==> src/rtl/clk_postdiv_pkg.sv <==
package clk_postdiv_pkg;
  localparam int RATIO_W = 4;

  typedef struct packed {
    logic               runEn;
    logic               restart;
    logic [RATIO_W-1:0] ratioCode;
  } divCtrl_t;
endpackage

==> src/rtl/clk_postdiv_regs.sv <==
module clk_postdiv_regs
  import clk_postdiv_pkg::*;
#(
  parameter int         DATA_W   = 8,
  parameter int         FB_W     = 6,
  parameter logic [1:0] LOCK_SEL = 2'b10
) (
  input  logic              clk,
  input  logic              hardRstN,
  input  logic              softRst,
  input  logic              regWrEn,
  input  logic              regRdEn,
  input  logic              regAddr,
  input  logic [DATA_W-1:0] regWrData,
  output logic [DATA_W-1:0] regRdData,
  input  logic [1:0]        clkSel,
  input  logic              pllEn,
  output logic [FB_W-1:0]   fbRatio,
  output divCtrl_t          divCtrl
);
  localparam logic [DATA_W-1:0] POST_MASK = {{(DATA_W-RATIO_W){1'b0}}, {RATIO_W{1'b1}}};
  localparam logic [DATA_W-1:0] FB_MASK   = {{(DATA_W-FB_W){1'b0}}, {FB_W{1'b1}}};

  logic [DATA_W-1:0] postReg;
  logic [DATA_W-1:0] fbReg;
  logic              locked;
  logic              wrOk;

  assign locked = (clkSel == LOCK_SEL);
  assign wrOk   = regWrEn && !softRst && !locked;

  always_ff @(posedge clk or negedge hardRstN) begin
    if (!hardRstN) begin
      postReg <= '0;
      fbReg   <= '0;
    end else if (wrOk) begin
      if (!regAddr) postReg <= regWrData & POST_MASK;
      else          fbReg   <= regWrData & FB_MASK;
    end
  end

  always_comb begin
    regRdData = '0;
    if (regRdEn) regRdData = regAddr ? fbReg : postReg;
  end

  assign fbRatio           = fbReg[FB_W-1:0];
  assign divCtrl.runEn     = pllEn;
  assign divCtrl.restart   = softRst;
  assign divCtrl.ratioCode = postReg[RATIO_W-1:0];

  // no register moves on a write issued while the PLL is the source
  assert_locked_write_R4: assert property (@(posedge clk) disable iff (!hardRstN)
    (regWrEn && (clkSel == LOCK_SEL)) |=> ($stable(postReg) && $stable(fbReg)));

  // soft reset never disturbs the stored ratios
  assert_soft_keeps_R5: assert property (@(posedge clk) disable iff (!hardRstN)
    softRst |=> ($stable(postReg) && $stable(fbReg)));
endmodule

==> src/rtl/clk_postdiv_core.sv <==
module clk_postdiv_core
  import clk_postdiv_pkg::*;
(
  input  logic     clk,
  input  logic     hardRstN,
  input  divCtrl_t divCtrl,
  output logic     baseClk
);
  localparam int CNT_W = RATIO_W;

  logic [CNT_W-1:0]   cnt;
  logic [RATIO_W-1:0] activeCode;
  logic               primed;
  logic               divQ;
  logic               wrap;
  logic [CNT_W:0]     cntInc;
  logic [RATIO_W:0]   halfAct;
  logic [RATIO_W:0]   halfNew;

  // high phase length is floor(ratio/2) where ratio = code+1
  assign halfAct = ({1'b0, activeCode} + {{RATIO_W{1'b0}}, 1'b1}) >> 1;
  assign halfNew = ({1'b0, divCtrl.ratioCode} + {{RATIO_W{1'b0}}, 1'b1}) >> 1;
  assign cntInc  = {1'b0, cnt} + {{CNT_W{1'b0}}, 1'b1};
  assign wrap    = !primed || (cnt == activeCode);

  always_ff @(posedge clk or negedge hardRstN) begin
    if (!hardRstN) begin
      cnt        <= '0;
      activeCode <= '0;
      primed     <= 1'b0;
      divQ       <= 1'b0;
    end else if (!divCtrl.runEn || divCtrl.restart) begin
      cnt    <= '0;
      primed <= 1'b0;
      divQ   <= 1'b0;
    end else begin
      primed <= 1'b1;
      if (wrap) begin
        cnt        <= '0;
        activeCode <= divCtrl.ratioCode;
        divQ       <= (halfNew != '0);
      end else begin
        cnt  <= cnt + 1'b1;
        divQ <= (cntInc < halfAct);
      end
    end
  end

  // ratio 1 bypasses the counter
  assign baseClk = (primed && (activeCode == '0)) ? clk : divQ;

  // a parked divider is low with a cleared count
  assert_hold_low_R9: assert property (@(posedge clk) disable iff (!hardRstN)
    !divCtrl.runEn |=> (!divQ && (cnt == '0)));

  // count never passes the last position of the active period
  assert_count_range_R6: assert property (@(posedge clk) disable iff (!hardRstN)
    cnt <= activeCode);

  // the active ratio only changes at a period boundary
  assert_swap_at_edge_R10: assert property (@(posedge clk) disable iff (!hardRstN)
    (primed && divCtrl.runEn && !divCtrl.restart && (cnt != activeCode))
      |=> $stable(activeCode));
endmodule

==> src/rtl/clk_postdiv.sv <==
module clk_postdiv
  import clk_postdiv_pkg::*;
#(
  parameter int         DATA_W   = 8,
  parameter int         FB_W     = 6,
  parameter logic [1:0] LOCK_SEL = 2'b10
) (
  input  logic              clk,
  input  logic              hardRstN,
  input  logic              softRst,
  input  logic              regWrEn,
  input  logic              regRdEn,
  input  logic              regAddr,
  input  logic [DATA_W-1:0] regWrData,
  output logic [DATA_W-1:0] regRdData,
  input  logic [1:0]        clkSel,
  input  logic              pllEn,
  output logic [FB_W-1:0]   fbRatio,
  output logic              baseClk
);
  divCtrl_t divCtrl;

  clk_postdiv_regs #(
    .DATA_W  (DATA_W),
    .FB_W    (FB_W),
    .LOCK_SEL(LOCK_SEL)
  ) i_regs (
    .clk      (clk),
    .hardRstN (hardRstN),
    .softRst  (softRst),
    .regWrEn  (regWrEn),
    .regRdEn  (regRdEn),
    .regAddr  (regAddr),
    .regWrData(regWrData),
    .regRdData(regRdData),
    .clkSel   (clkSel),
    .pllEn    (pllEn),
    .fbRatio  (fbRatio),
    .divCtrl  (divCtrl)
  );

  clk_postdiv_core i_core (
    .clk     (clk),
    .hardRstN(hardRstN),
    .divCtrl (divCtrl),
    .baseClk (baseClk)
  );
endmodule

==> config.mk <==
export PLATFORM = sky130hd
export DESIGN_NAME = clk_postdiv
export DESIGN_NICKNAME = d
export VERILOG_FILES = /design/src/rtl/clk_postdiv_pkg.sv /design/src/rtl/clk_postdiv_regs.sv /design/src/rtl/clk_postdiv_core.sv /design/src/rtl/clk_postdiv.sv
export SDC_FILE = /design/constraint.sdc
export NUM_CORES = 1
export LEC_CHECK = 0
export ABC_CLOCK_PERIOD_IN_PS = 1940
export CORE_MARGIN = 1
export CORE_UTILIZATION = 30
export CTS_CLUSTER_SIZE = 12
export DETAILED_ROUTE_END_ITERATION = 12
export HOLD_SLACK_MARGIN = 0.08
export PLACE_DENSITY = 0.64
export SETUP_SLACK_MARGIN = 0.1
export SLEW_MARGIN = 5
export SYNTH_ARGS = -nofsm -noshare
export SYNTH_HDL_FRONTEND = slang
export SYNTH_SLANG_ARGS = --single-unit
==> constraint.sdc <==
create_clock -name clk -period 1.94 [get_ports clk]
set_input_delay 0.194 -clock clk [delete_from_list [all_inputs] [get_ports clk]]
set_output_delay 0.194 -clock clk [all_outputs]
set_load 0.005 [all_outputs]
==> impl_metrics.json <==
{
  "netlist.area_leader.share_pct": 44.25,
  "seq_area_frac_synth_pct": 44.25,
  "filler_cell_count": 350,
  "maxSlewViolCount": 0,
  "finalSetupViolations": 0,
  "initial_core_util_pct": 32.61,
  "ff_latch_area_um2": 503.0,
  "dpl.hpwl_mm": 1.797,
  "totalWireLength_mm": 2.376,
  "finalHoldViolCount": 0,
  "drt_first_iter_violations": 19,
  "synth_seq_cells": 20,
  "netlist_top_cells_area": "sky130_fd_sc_hd__dfrtp_1 (44%), sky130_fd_sc_hd__mux2_2 (11%), sky130_fd_sc_hd__ha_1 (7.7%), sky130_fd_sc_hd__mux2_4 (5.3%), sky130_fd_sc_hd__xor2_1 (4.6%)",
  "place_ws_ps": 107.7,
  "die_outline_width_um": 63.40,
  "unrepaired_setup_endpoints_after_global_routing": "false",
  "rr_worst_depth": 5,
  "max_cap_viol_count": 0,
  "regToRegEndpoint": "i_core.activeCode[0]",
  "leakagePower_nw": 0.7462,
  "worstSetupStartpointType": "clock port",
  "avgRoutedWirePerCell_um": 13.27,
  "grt_start_max_net_pins": 21,
  "grt_pass1_vias": 956,
  "final_critical_path_setup_slack_ps": 169.4,
  "antenna_cells": 0,
  "synth_largest_area_cell": "sky130_fd_sc_hd__dfrtp_1",
  "synthToLayoutAreaGrowth_pct": 41.37,
  "finish.net_count": 158,
  "place.gp.congestion": 0.7335,
  "post_synth_instance_area_um2": 1131,
  "power.density_nw_per_um2": 959.1,
  "numPortBuffers": 27,
  "postRouteAntennaNets": 0,
  "boundaryPins": 32,
  "peakVddDrop_mv": 0.3717,
  "track_usage_pct": 14.16,
  "grt_pass1_wl_mm": 4.174,
  "ff2ff_setup_slack_ps": 200,
  "antenna_found_initial": 0,
  "cts_tree": "yes",
  "multi_input_comb_area_um2": 605.6,
  "required_ps": 1750,
  "dr.pass1.iters": 3,
  "cts_hold_buffers": 0,
  "coreArea_um2": 3468,
  "tns_ps": 0,
  "yosys_warnings": 0,
  "post_synthesis_cell_count": 94,
  "grt_remaining_overflow": 0,
  "drive_gt1_share_pct": 27.82,
  "drt_drc_violations_left": 0,
  "die_area_um2": 4020,
  "post_synth_num_cell_types": 26,
  "fp-row-count": 21,
  "clock_insertion_delay_worst_skew_ps": 360,
  "timing.critical_path.to_type": "primary output",
  "finalClockSkew_ps": 4.210,
  "num_vias": 854,
  "setup.worst_path.class": "clock port to primary output",
  "run_status": "finished clean",
  "min_path_type": "input port to async pin",
  "syn_avg_cell_area_um2": 12.03,
  "timing.rr.start": "i_core.activeCode[0]",
  "fp.dieH_um": 63.40,
  "detail_route.vias_per_cell": 4.771,
  "clk_transition_reported_paths_ps": 70,
  "worstPathMaxFanout": 2,
  "cp.arrival_ps": 1580
}
## kinds of logic after synthesis
kind of cell | synth area share (%)
adders and majority gates | 7.743
AOI/OAI and AO/OA | 4.867
xor gates and xnor gates | 6.195
DFF | 44.25
buffers and inverters | 2.987
and+or+nand+nor | 13.83
muxes | 19.80
other | 0.3315
## synth_stat cells
cell and instances:
sky130_fd_sc_hd__a31oi_1 1, sky130_fd_sc_hd__mux2_4 4, sky130_fd_sc_hd__nor2_1 3, sky130_fd_sc_hd__dfrtp_1 20, sky130_fd_sc_hd__conb_1 1, sky130_fd_sc_hd__buf_4 2
sky130_fd_sc_hd__nand3_1 5, sky130_fd_sc_hd__mux2_2 11, sky130_fd_sc_hd__clkbuf_1 2, sky130_fd_sc_hd__nor4b_2 1, sky130_fd_sc_hd__o41ai_1 1, sky130_fd_sc_hd__nand4bb_1 1
sky130_fd_sc_hd__o41a_1 1, sky130_fd_sc_hd__mux2i_1 4, sky130_fd_sc_hd__xnor2_1 2, sky130_fd_sc_hd__nor2b_1 5, sky130_fd_sc_hd__nand2_1 3, sky130_fd_sc_hd__xor2_1 6
sky130_fd_sc_hd__o2111ai_1 1, sky130_fd_sc_hd__ha_1 7, sky130_fd_sc_hd__nand2b_4 1, sky130_fd_sc_hd__or2_2 1, sky130_fd_sc_hd__and3_1 5, sky130_fd_sc_hd__a211oi_1 2
sky130_fd_sc_hd__inv_1 3, sky130_fd_sc_hd__o21ai_0 1
## power by group
group	total (mW)	internal (mW)	switching (mW)	leakage (nW)
Sequential	0.596	0.501	0.0946	0.247
Combinational	0.457	0.294	0.163	0.439
Clock	0.481	0.318	0.163	0.0607
## area by class of cell
type / instances / area share (%)
inverters: 3 / 0.7042
clock buffers: 8 / 6.338
multi-input cells: 68 / 37.87
flip-flops and latches: 20 / 31.46
well taps: 46 / 3.599
repair buffers: 34 / 20.03
## how the worst max path moves through the flow
| stage | end | slack (ps) | start |
|---|---|---|---|
| CTS | baseClk | 160 | clk |
| finish | baseClk | 170 | clk |
| global placement | baseClk | 110 | clk |
| floorplan | i_core.activeCode[0] | 280 | i_core.activeCode[1] |
| detailed placement | baseClk | 110 | clk |
| global route | i_core.divQ | 110 | i_core.activeCode[0] |
## state kept, by name (all words and copies together) (netlist names)
signal / flops
i_regs.fbReg: 6
i_core.primed: 1
i_core.activeCode: 4
i_regs.postReg: 4
i_core.divQ: 1
i_core.cnt: 4
## stage by stage
step,std cells,hold WS [ps],total power [mW],area [um2],util (%)
after floorplan,95,-101.6,0.8447,1135,-
after global routing,179,180.8,1.650,1599,46.10
after CTS,179,173.3,1.544,1592,45.89
after detailed placement,171,520.8,1.052,1493,43.04
final,179,172.6,1.534,1599,46.10
after global placement,171,513.1,1.033,1493,43.04
## worst max-delay path, stage by stage
cell                       delay [ps]
sky130_fd_sc_hd__clkbuf_8         110
sky130_fd_sc_hd__clkbuf_8         120
sky130_fd_sc_hd__mux2_2           260
sky130_fd_sc_hd__buf_2            130
## what timing repair did
action                                  4_1_cts  5_1_grt
endpoints found under the setup margin        1        3
buffers inserted                              1        0
pin swaps                                     0        0
gates resized for setup                       3        3
## metal layers
layer	global-route usage, %	wire (um)	vias to the layer above
met5	0	0	-
met3	7.246	135	2
met4	7.102	18	0
met1	16.74	1090	416
met2	20.88	1132	29
li1	-	-	407
## layout by cell type, fill, tap and decap left out
cell type	instances
sky130_fd_sc_hd__nand2_1	3
sky130_fd_sc_hd__conb_1	2
sky130_fd_sc_hd__nand2b_4	1
sky130_fd_sc_hd__dfrtp_2	2
sky130_fd_sc_hd__a211oi_1	1
sky130_fd_sc_hd__nor2b_1	5
sky130_fd_sc_hd__nand4bb_1	1
sky130_fd_sc_hd__and3_1	5
sky130_fd_sc_hd__a211oi_2	1
sky130_fd_sc_hd__mux2_4	4
sky130_fd_sc_hd__mux2_2	11
sky130_fd_sc_hd__dfrtp_1	18
sky130_fd_sc_hd__nand3_1	5
sky130_fd_sc_hd__xnor2_1	2
sky130_fd_sc_hd__o21ai_0	1
sky130_fd_sc_hd__mux2i_1	4
sky130_fd_sc_hd__ha_1	7
sky130_fd_sc_hd__inv_1	3
sky130_fd_sc_hd__o41a_1	1
sky130_fd_sc_hd__or2_2	1
sky130_fd_sc_hd__o2111ai_1	1
sky130_fd_sc_hd__buf_4	8
sky130_fd_sc_hd__nor4b_2	1
sky130_fd_sc_hd__a31oi_1	1
sky130_fd_sc_hd__nor2_1	3
sky130_fd_sc_hd__buf_2	1
sky130_fd_sc_hd__xor2_1	6
sky130_fd_sc_hd__clkbuf_8	7
sky130_fd_sc_hd__clkdlybuf4s50_1	26
sky130_fd_sc_hd__o41ai_1	1
(Power assumes the default switching activity.)
